$ cat src/rtl/i2c_regslv_pkg.sv
package i2c_regslv_pkg;

   typedef enum logic [2:0] {
      PH_IDLE,
      PH_ADDR,
      PH_ACK,
      PH_WR,
      PH_TX,
      PH_MACK
   } ph_state_e;

   localparam int BYTE_W = 8;

endpackage

$ cat src/rtl/i2c_regslv_phy.sv
module i2c_regslv_phy
   import i2c_regslv_pkg::*;
#(
   parameter logic [6:0] DEV_ADDR    = 7'h2C,
   parameter int          SYNC_STAGES = 2
) (
   input  logic              clk,
   input  logic              rst_n,
   input  logic              scl_in,
   input  logic              sda_in,
   output logic              sda_oe,
   output logic              ptr_set,
   output logic              wr_stb,
   output logic              rd_stb,
   output logic [BYTE_W-1:0] wbyte,
   input  logic [BYTE_W-1:0] rd_byte,
   output logic              stop_det
);

   if (SYNC_STAGES < 2) begin : g_bad_sync
      $error("SYNC_STAGES must be at least 2");
   end

   logic [SYNC_STAGES-1:0] scl_sr, sda_sr;
   logic scl_s, sda_s, scl_q, sda_q;
   logic scl_rise, scl_fall, start_det;

   always_ff @(posedge clk or negedge rst_n) begin
      if (!rst_n) begin
         scl_sr <= '1;
         sda_sr <= '1;
         scl_q  <= 1'b1;
         sda_q  <= 1'b1;
      end else begin
         scl_sr <= {scl_sr[SYNC_STAGES-2:0], scl_in};
         sda_sr <= {sda_sr[SYNC_STAGES-2:0], sda_in};
         scl_q  <= scl_sr[SYNC_STAGES-1];
         sda_q  <= sda_sr[SYNC_STAGES-1];
      end
   end

   assign scl_s     = scl_sr[SYNC_STAGES-1];
   assign sda_s     = sda_sr[SYNC_STAGES-1];
   assign scl_rise  = scl_s & ~scl_q;
   assign scl_fall  = ~scl_s & scl_q;
   assign start_det = scl_s & scl_q & sda_q & ~sda_s;
   assign stop_det  = scl_s & scl_q & ~sda_q & sda_s;

   ph_state_e         st;
   logic [3:0]        cnt;
   logic [BYTE_W-1:0] sh;
   logic              rw_q, first_q, drv_q, nak_q;
   logic              wr_done;

   assign wr_done = (st == PH_WR) && scl_fall && (cnt == 4'd8);
   assign ptr_set = wr_done & first_q;
   assign wr_stb  = wr_done & ~first_q;
   assign rd_stb  = scl_fall && (((st == PH_ACK) && rw_q) || ((st == PH_MACK) && !nak_q));
   assign wbyte   = sh;
   assign sda_oe  = drv_q;

   always_ff @(posedge clk or negedge rst_n) begin
      if (!rst_n) begin
         st      <= PH_IDLE;
         cnt     <= '0;
         sh      <= '0;
         rw_q    <= 1'b0;
         first_q <= 1'b0;
         drv_q   <= 1'b0;
         nak_q   <= 1'b0;
      end else if (start_det) begin
         st    <= PH_ADDR;
         cnt   <= '0;
         drv_q <= 1'b0;
      end else if (stop_det) begin
         st    <= PH_IDLE;
         drv_q <= 1'b0;
      end else begin
         unique case (st)
            PH_ADDR, PH_WR: begin
               if (scl_rise) begin
                  sh  <= {sh[BYTE_W-2:0], sda_s};
                  cnt <= cnt + 4'd1;
               end
               if (scl_fall && cnt == 4'd8) begin
                  cnt <= '0;
                  if (st == PH_ADDR) begin
                     if (sh[7:1] == DEV_ADDR) begin
                        drv_q   <= 1'b1;
                        rw_q    <= sh[0];
                        first_q <= 1'b1;
                        st      <= PH_ACK;
                     end else begin
                        st <= PH_IDLE;
                     end
                  end else begin
                     drv_q   <= 1'b1;
                     first_q <= 1'b0;
                     st      <= PH_ACK;
                  end
               end
            end
            PH_ACK: begin
               if (scl_fall) begin
                  cnt <= '0;
                  if (rw_q) begin
                     sh    <= rd_byte;
                     drv_q <= ~rd_byte[7];
                     st    <= PH_TX;
                  end else begin
                     drv_q <= 1'b0;
                     st    <= PH_WR;
                  end
               end
            end
            PH_TX: begin
               if (scl_fall) begin
                  if (cnt == 4'd7) begin
                     drv_q <= 1'b0;
                     cnt   <= '0;
                     st    <= PH_MACK;
                  end else begin
                     sh    <= {sh[BYTE_W-2:0], 1'b0};
                     drv_q <= ~sh[6];
                     cnt   <= cnt + 4'd1;
                  end
               end
            end
            PH_MACK: begin
               if (scl_rise) nak_q <= sda_s;
               if (scl_fall) begin
                  if (!nak_q) begin
                     sh    <= rd_byte;
                     drv_q <= ~rd_byte[7];
                     cnt   <= '0;
                     st    <= PH_TX;
                  end else begin
                     st <= PH_IDLE;
                  end
               end
            end
            default: ;
         endcase
      end
   end

endmodule

$ cat src/rtl/i2c_regslv_regs.sv
module i2c_regslv_regs
   import i2c_regslv_pkg::*;
#(
   parameter int AW       = 8,
   parameter int FLAG_A0  = 'hE8,
   parameter int FLAG_A1  = 'hE9,
   parameter int EN_A0    = 'hEA,
   parameter int EN_A1    = 'hEB,
   parameter int CTRL_A   = 'hC1,
   parameter int BUF_LO   = 'hC2,
   parameter int BUF_HI   = 'hCF,
   parameter int DBUF_BIT = 4
) (
   input  logic                clk,
   input  logic                rst_n,
   input  logic                ptr_set,
   input  logic                wr_stb,
   input  logic                rd_stb,
   input  logic [BYTE_W-1:0]   wbyte,
   output logic [BYTE_W-1:0]   rd_byte,
   input  logic [2*BYTE_W-1:0] evt_in,
   input  logic [AW-1:0]       peek_addr,
   output logic [BYTE_W-1:0]   peek_data,
   output logic                irq,
   output logic [2*BYTE_W-1:0] flags,
   output logic [2*BYTE_W-1:0] enables,
   output logic [BYTE_W-1:0]   ctrl,
   output logic [AW-1:0]       ptr
);

   localparam int DEPTH = 1 << AW;

   if (AW < 1 || AW > BYTE_W) begin : g_bad_aw
      $error("AW must lie in 1..8");
   end
   if (BUF_LO > BUF_HI || BUF_HI >= DEPTH) begin : g_bad_range
      $error("staged range is malformed");
   end
   if ((CTRL_A >= BUF_LO && CTRL_A <= BUF_HI) ||
       (FLAG_A0 >= BUF_LO && FLAG_A0 <= BUF_HI) ||
       (FLAG_A1 >= BUF_LO && FLAG_A1 <= BUF_HI)) begin : g_bad_overlap
      $error("control or flag register inside staged range");
   end
   if (DBUF_BIT < 2 || DBUF_BIT >= BYTE_W) begin : g_bad_bit
      $error("DBUF_BIT must not overlap the commit field");
   end

   logic [BYTE_W-1:0] act [DEPTH];
   logic              dbuf_on, commit;

   assign dbuf_on = act[CTRL_A][DBUF_BIT];
   assign commit  = |act[CTRL_A][1:0];

   always_ff @(posedge clk or negedge rst_n) begin
      if (!rst_n)                ptr <= '0;
      else if (ptr_set)          ptr <= wbyte[AW-1:0];
      else if (wr_stb || rd_stb) ptr <= ptr + 1'b1;
   end

   for (genvar i = 0; i < DEPTH; i++) begin : g_ent
      logic [BYTE_W-1:0] q;
      logic              hit;
      assign hit    = wr_stb && (ptr == AW'(i));
      assign act[i] = q;

      if (i == FLAG_A0 || i == FLAG_A1) begin : g_flag
         localparam int EOFS = (i == FLAG_A0) ? 0 : BYTE_W;
         always_ff @(posedge clk or negedge rst_n) begin
            if (!rst_n) q <= '0;
            else        q <= (hit ? (q & ~wbyte) : q) | evt_in[EOFS +: BYTE_W];
         end
      end else if (i == CTRL_A) begin : g_ctrl
         always_ff @(posedge clk or negedge rst_n) begin
            if (!rst_n)      q <= '0;
            else if (hit)    q <= wbyte;
            else if (commit) q <= {q[BYTE_W-1:2], 2'b00};
         end
      end else if (i >= BUF_LO && i <= BUF_HI) begin : g_stage
         logic [BYTE_W-1:0] shd;
         always_ff @(posedge clk or negedge rst_n) begin
            if (!rst_n) begin
               q   <= '0;
               shd <= '0;
            end else begin
               if (hit && dbuf_on)       shd <= wbyte;
               if (hit && !dbuf_on)      q   <= wbyte;
               else if (commit)          q   <= shd;
            end
         end
      end else begin : g_plain
         always_ff @(posedge clk or negedge rst_n) begin
            if (!rst_n)   q <= '0;
            else if (hit) q <= wbyte;
         end
      end
   end

   assign rd_byte   = act[ptr];
   assign peek_data = act[peek_addr];
   assign flags     = {act[FLAG_A1], act[FLAG_A0]};
   assign enables   = {act[EN_A1], act[EN_A0]};
   assign ctrl      = act[CTRL_A];
   assign irq       = |((act[FLAG_A0] & act[EN_A0]) | (act[FLAG_A1] & act[EN_A1]));

endmodule

$ cat src/rtl/i2c_regslv.sv
module i2c_regslv
   import i2c_regslv_pkg::*;
#(
   parameter logic [6:0] DEV_ADDR    = 7'h2C,
   parameter int          AW          = 8,
   parameter int          SYNC_STAGES = 2,
   parameter int          CTRL_A      = 'hC1
) (
   input  logic                clk,
   input  logic                rst_n,
   input  logic                scl_in,
   input  logic                sda_in,
   output logic                sda_oe,
   input  logic [15:0]         evt_in,
   input  logic [AW-1:0]       peek_addr,
   output logic [7:0]          peek_data,
   output logic                irq
);

   logic              ptr_set_w, wr_stb_w, rd_stb_w, stop_w;
   logic [BYTE_W-1:0] wbyte_w, rd_byte_w, ctrl_w;
   logic [15:0]       flag_w, en_w;
   logic [AW-1:0]     ptr_w;

   i2c_regslv_phy #(
      .DEV_ADDR   (DEV_ADDR),
      .SYNC_STAGES(SYNC_STAGES)
   ) u_phy (
      .clk     (clk),
      .rst_n   (rst_n),
      .scl_in  (scl_in),
      .sda_in  (sda_in),
      .sda_oe  (sda_oe),
      .ptr_set (ptr_set_w),
      .wr_stb  (wr_stb_w),
      .rd_stb  (rd_stb_w),
      .wbyte   (wbyte_w),
      .rd_byte (rd_byte_w),
      .stop_det(stop_w)
   );

   i2c_regslv_regs #(
      .AW    (AW),
      .CTRL_A(CTRL_A)
   ) u_regs (
      .clk      (clk),
      .rst_n    (rst_n),
      .ptr_set  (ptr_set_w),
      .wr_stb   (wr_stb_w),
      .rd_stb   (rd_stb_w),
      .wbyte    (wbyte_w),
      .rd_byte  (rd_byte_w),
      .evt_in   (evt_in),
      .peek_addr(peek_addr),
      .peek_data(peek_data),
      .irq      (irq),
      .flags    (flag_w),
      .enables  (en_w),
      .ctrl     (ctrl_w),
      .ptr      (ptr_w)
   );

endmodule

$ cat config.mk
export PLATFORM = sky130hd
export DESIGN_NAME = i2c_regslv
export DESIGN_NICKNAME = d
export VERILOG_FILES = /design/src/rtl/i2c_regslv_pkg.sv /design/src/rtl/i2c_regslv_phy.sv /design/src/rtl/i2c_regslv_regs.sv /design/src/rtl/i2c_regslv.sv
export SDC_FILE = /design/constraint.sdc
export NUM_CORES = 2
export LEC_CHECK = 0
export BUFFER_PORTS_ARGS = -buffer_cell sky130_fd_sc_hd__buf_2
export CORE_MARGIN = 5
export CORE_UTILIZATION = 50
export DETAILED_ROUTE_END_ITERATION = 12
export HOLD_SLACK_MARGIN = 0.08
export PLACE_DENSITY = 0.64
export RECOVER_POWER = 50
export SETUP_SLACK_MARGIN = 0.5
export SLEW_MARGIN = 20
export SYNTH_ARGS = -nofsm -noshare
export SYNTH_HDL_FRONTEND = slang
export SYNTH_SLANG_ARGS = --single-unit
$ cat constraint.sdc
create_clock -name clk -period 9.9 [get_ports clk]
set_input_delay 0.99 -clock clk [delete_from_list [all_inputs] [get_ports clk]]
set_output_delay 0.99 -clock clk [all_outputs]
set_load 0.005 [all_outputs]
-- Word level (Yosys, flattened, before mapping)
Index checks and enable logic that the tools add are counted.
- bitwise operators: 28
- reduce and logical (&&, ||, !) cells: 324
- eq/ne operators: 284
- $lt $le $gt $ge: 2
- multiplexer cells: 83
- add/subtract/negate cells: 2
- operators by type and width (cell ; count):
    $eq 8x8->1 const B ; 128
    $eq 8x7->1 const B ; 64
    $mux 8 ; 44
    $logic_and 1x1->1 ; 290
    $eq 8x6->1 const B ; 32
    $bmux 8 s8 ; 2
    $eq 8x5->1 const B ; 16
    $eq 8x4->1 const B ; 8
    $mux 4 ; 9
    $and 8x8->8 ; 4
    $eq 8x3->1 const B ; 4
    $pmux 8 s4 ; 1
    $reduce_bool 2->1 ; 16
    $mux 3 ; 9
    $or 8x8->8 ; 3
    $ne 4x2->1 const B ; 5
    $ge 9x9->1 const B ; 2
    $not 8->9 ; 2
    $eq 8x2->1 const B ; 2
    $pmux 4 s4 ; 1
    $reduce_and 7->1 ; 2
    $mux 1 ; 12
    $ne 2x1->1 const B ; 6
    $pmux 3 s4 ; 1
    32 further kinds ; 60
- bits in registers: 2193
- output and inout port bits: 10

-- Depth between registers and ports, before layout
- depth in word-level cells: 10
- mapped depth: 15

-- Cells and area by module
Synthesis repeated with hierarchy kept, for this count alone.
- cell total of the unflattened synthesis: 7889
- area total of the unflattened synthesis: 116225.2 um2
- by module, submodules not included (module ; times used ; cells an instance ; area each (um2)):
    i2c_regslv_regs ; 1 ; 7751 ; 114767.6
    i2c_regslv_phy ; 1 ; 138 ; 1457.6

-- Least setup slack after synthesis
No wires, ideal clock.
- path type: in2out
- start point: in peek_addr[0]
- end point: out peek_data[3]
- arrival: 3507 ps
- data required time: 8910 ps
- buffers on the path: 3
- stages on the path: 8
- slack: 5403 ps
- path through: clkbuf_1 clkbuf_1 buf_2 mux4_2 mux4_2 mux4_2 a22oi_1 nand2_1
- cells in the longest elaborated chain, start to end: 4
- RTL lines (element ; line ; text):
    start, declared ; i2c_regslv.sv:15 ; input logic [AW-1:0] peek_addr,
    $not 8->9 (implied by the code) ; i2c_regslv_regs.sv:99 ; assign peek_data = act[peek_addr];
    $bmux 8 s8 ; i2c_regslv_regs.sv:99 ;
    $mux 8 (implied by the code) (2 in a row) ; i2c_regslv_regs.sv:99 ;
    end, declared ; i2c_regslv.sv:16 ; output logic [7:0] peek_data,
No other way between the ends. The select of a mux whose other input is x is not followed.

-- Worst setup path in the final report
- start point: in peek_addr[1]
- end point: out peek_data[0]
The elaborated chain is that of the path after synthesis.

==> summary.txt <==
Outcome
  • Status: complete, but fails checks
  • Failing checks: capacitance limit, slew limit

Place
  • DP Area: 119000 µm²
  • Placer Congestion: a little over 0.9
  • Post-DP HPWL: 248000 µm
  • IO buf count: 37

Critical path
  • Crit-path max FO: 95
  • R2r startpoint: u_regs.ptr[0]
  • Worst path bufs/invs: 3
  • Crit-path cells: buf_8 > buf_12 > mux4_2 > mux4_2 > mux4_2 > a22oi_1 > nand2_1 > buf_2
  • CP peak stage delay: 890 ps
  • Worst endpoint required time: 8910 ps
  • Worst Reg2Reg Path Length in Cells: 6
  • CP dominant cell by count: mux4_2
  • WS Path Type: in -> out
  • FF-to-FF End: u_regs.g_ent[105].q[3]
  • Crit path DAT: 5280 ps
  • Crit. End Element: output pin
  • Critical path startpoint category: input port
  • Top Family by Delay on Critical Path: multiplexers
  • Slowest stage cell, crit path: a22oi_1
  • R2r setup slk: about 4000 ps

Power and ir drop
  • Leakage: between 50 and 60 nW
  • PD cells: 161 nW/µm²
  • Total power: 0.0205 W
  • Clk pwr share: 46.5%
  • Internal power: 0.0149 W
  • Gate power share: 8.5%
  • Seq pwr share: around 45%
  • NetSw: 0.00557 W
  • Worst VDD drop: 0.194 mV
  • Switching portion of total power: a little over a quarter

Logic synthesis
  • Asr flop ratio synth: 100%
  • Post-synth top flop: dfrtp_1
  • Synth Instances: 7542
  • Post-synth EDFFs: 0
  • Register area share after synthesis: a little under half
  • Post-synthesis instance area: 116000 µm²
  • Synthesized area per cell: 15.4 µm²
  • Mapped Nets: 7576
  • Synthesis warning total: 0
  • Synthesized flop and latch total: 2193
  • Count of different cell masters after synthesis: 66

Global routing
  • Largest net degree at the start of global routing: 182
  • Gr ovfl total: 0
  • Initial antenna violation count: 23
  • Overall Global Routing Usage: approximately a third
  • First-pass GRT wire length: 557000 µm
  • Vias in the first global route: 75200

STA
  • Min cycle time layout: 6270 ps
  • Clock Skews: 67.2 ps
  • Final TNS setup: 0 ps
  • Period Utilization, post-route: 63.3%
  • Worst rel slew slack: -184%
  • Tightest Pin Transition: 4270 ps
  • RSZ-0062 raised after global routing: no
  • Peak Freq: 0.159 GHz
  • Pins Over Slew Limit: 1304
  • Setup violators final: 0
  • Final hold viol count: 0

Job
  • Max Cap Violations: 14

Final layout
  • Final instance area: 128000 µm²
  • Share of cells above drive strength 1: 52.4%
  • Most common cell after layout, fill and taps aside: dfrtp_1
  • NumNets Final: 7414
  • Commonest cells after routing, fill and taps aside: dfrtp_1, mux2_2, mux4_2
  • Layout area overhead: 10.2%
  • Fin util: 55.5%

Floorplan
  • Vert. Die Dim: 491 µm
  • Boundary Pins: 38
  • Die ar.: about 240000 µm²
  • Std-Cell Rows: 176
  • Initial Util: 50.3%
  • Die width: 491 µm
  • Core area: 230000 µm²

CTS
  • Clk pin slew, worst setup/hold paths: 60 ps
  • CTS hold repair buffers: 0
  • # H-tree levels: 4
  • TritonCTS clock tree: built
  • Clock Sinks: about 2200
  • Post-CTS sizing: 0
  • Worst-case clock buffer depth: 3
  • Post-CTS Setup Bufs: 0
  • TritonCTS Buffers: roughly 230
  • Worst-Skew Late Latency: between 900 and 1000 ps
  • Clk root buf: clkbuf_16

Detailed routing
  • Via count: 74400
  • Wire per inst: 36.2 µm
  • Drt pass-1 iters: 6
  • DR iter-0 viols: between 8000 and 9000
  • Total Wirelength: 384000 µm
  • DRC Markers: 0
  • Via/cell ratio: 7.01
  • Post-route ant nets: 0

Worst hold path
  • Worst Hold Class: in -> async
==> metal layers <==
layer  GRT usage (%)  share of wire (%)  vias to the layer above
met5           0.159              0.037                        -
met4            14.5                5.3                       16
met3            9.26                 10                      934
met2            47.4                 46                     3912
met1            43.3                 39                    40500
li1                -                  -                    29000
==> synth_stat cells, types with 8 or more instances <==
master / n / area share (%)
a211oi_1: 8 / 0.052
a21o_1: 19 / 0.12
a21oi_1: 64 / 0.28
a221oi_1: 40 / 0.30
a22o_1: 44 / 0.33
a22oi_1: 104 / 0.67
and2_1: 8 / 0.043
buf_1: 60 / 0.19
buf_2: 129 / 0.56
buf_4: 29 / 0.19
buf_6: 16 / 0.16
clkbuf_1: 453 / 1.5
dfrtp_1: 2187 / 47
inv_1: 14 / 0.045
mux2_2: 1958 / 19
mux2i_1: 167 / 1.4
mux4_2: 1203 / 23
nand2_1: 285 / 0.92
nand2b_1: 12 / 0.065
nand3_1: 52 / 0.22
nor2_1: 251 / 0.81
nor2_2: 43 / 0.23
nor2b_1: 16 / 0.086
o211ai_1: 8 / 0.052
o21ai_0: 230 / 0.99
o22ai_1: 24 / 0.13
==> area by class of cell <==
| type | instances | area [µm²] |
|---|---|---|
| fill | 18200 | 102000 |
| timing repair buffer | 289 | 2350 |
| clock inverter | 107 | 1560 |
| inverter | 15 | 56.3 |
| sequential | 2193 | 54900 |
| multi-input combinational | 4647 | 58100 |
| antenna | 4 | 10.0 |
| clock buffer | 336 | 6860 |
| tap | 3026 | 3790 |
==> registers in the layout, indices dropped and copies added, names as in the netlist <==
signal,count
u_regs.g_ent.q,2040
u_regs.g_ent.g_stage.shd,112
u_phy.wbyte,8
u_regs.ctrl,8
u_regs.ptr,8
u_phy.cnt,4
u_phy.st,3
u_phy.scl_sr,2
u_phy.sda_sr,2
u_phy.first_q,1
u_phy.nak_q,1
u_phy.rw_q,1
u_phy.scl_q,1
u_phy.sda_oe,1
u_phy.sda_q,1
==> logic make-up after synthesis <==
kind of cell	count (synthesis)	share of synthesized area (%)
DFF	2193	47.4
xor gates and xnor gates	4	0.0303
muxes	3330	43.9
buffers and inverters	702	2.61
adders and majority gates	6	0.0648
and+or+nand+nor	722	2.72
AOI/OAI and AO/OA	585	3.26
==> worst max-delay path by stage <==
stage	from	to	slack, ps	cells after the start
6_report	peek_addr[1]	peek_data[0]	3630	8
2_1_floorplan	peek_addr[0]	peek_data[3]	5400	8
3_3_place_gp	peek_addr[0]	peek_data[2]	3610	8
3_5_place_dp	peek_addr[0]	peek_data[2]	3600	8
4_1_cts	peek_addr[0]	peek_data[2]	3600	8
5_1_grt	rst_n	u_phy.wbyte[1]	3010	3
==> through the flow <==
step / hold WS [ps] / cells / worst slack [ps]
after floorplan: 345 / 7542 / 5400
after CTS: 123 / 10600 / 3600
after detailed placement: 367 / 10200 / 3600
final: 140 / 10600 / 3630
after global routing: 119 / 10600 / 3010
after global placement: 370 / 10200 / 3610
==> power by group through the flow <==
stage	sequential (W)	clock, W	combinational (W)
6_report	0.00922	0.00954	0.00174
5_1_grt	0.00922	0.0100	0.00182
4_1_cts	0.00921	0.00966	0.00172
3_5_place_dp	0.00938	0	0.00172
3_3_place_gp	0.00937	0	0.00170
2_1_floorplan	0.00916	0	0.00109
Power figures use the tool's default switching activity.
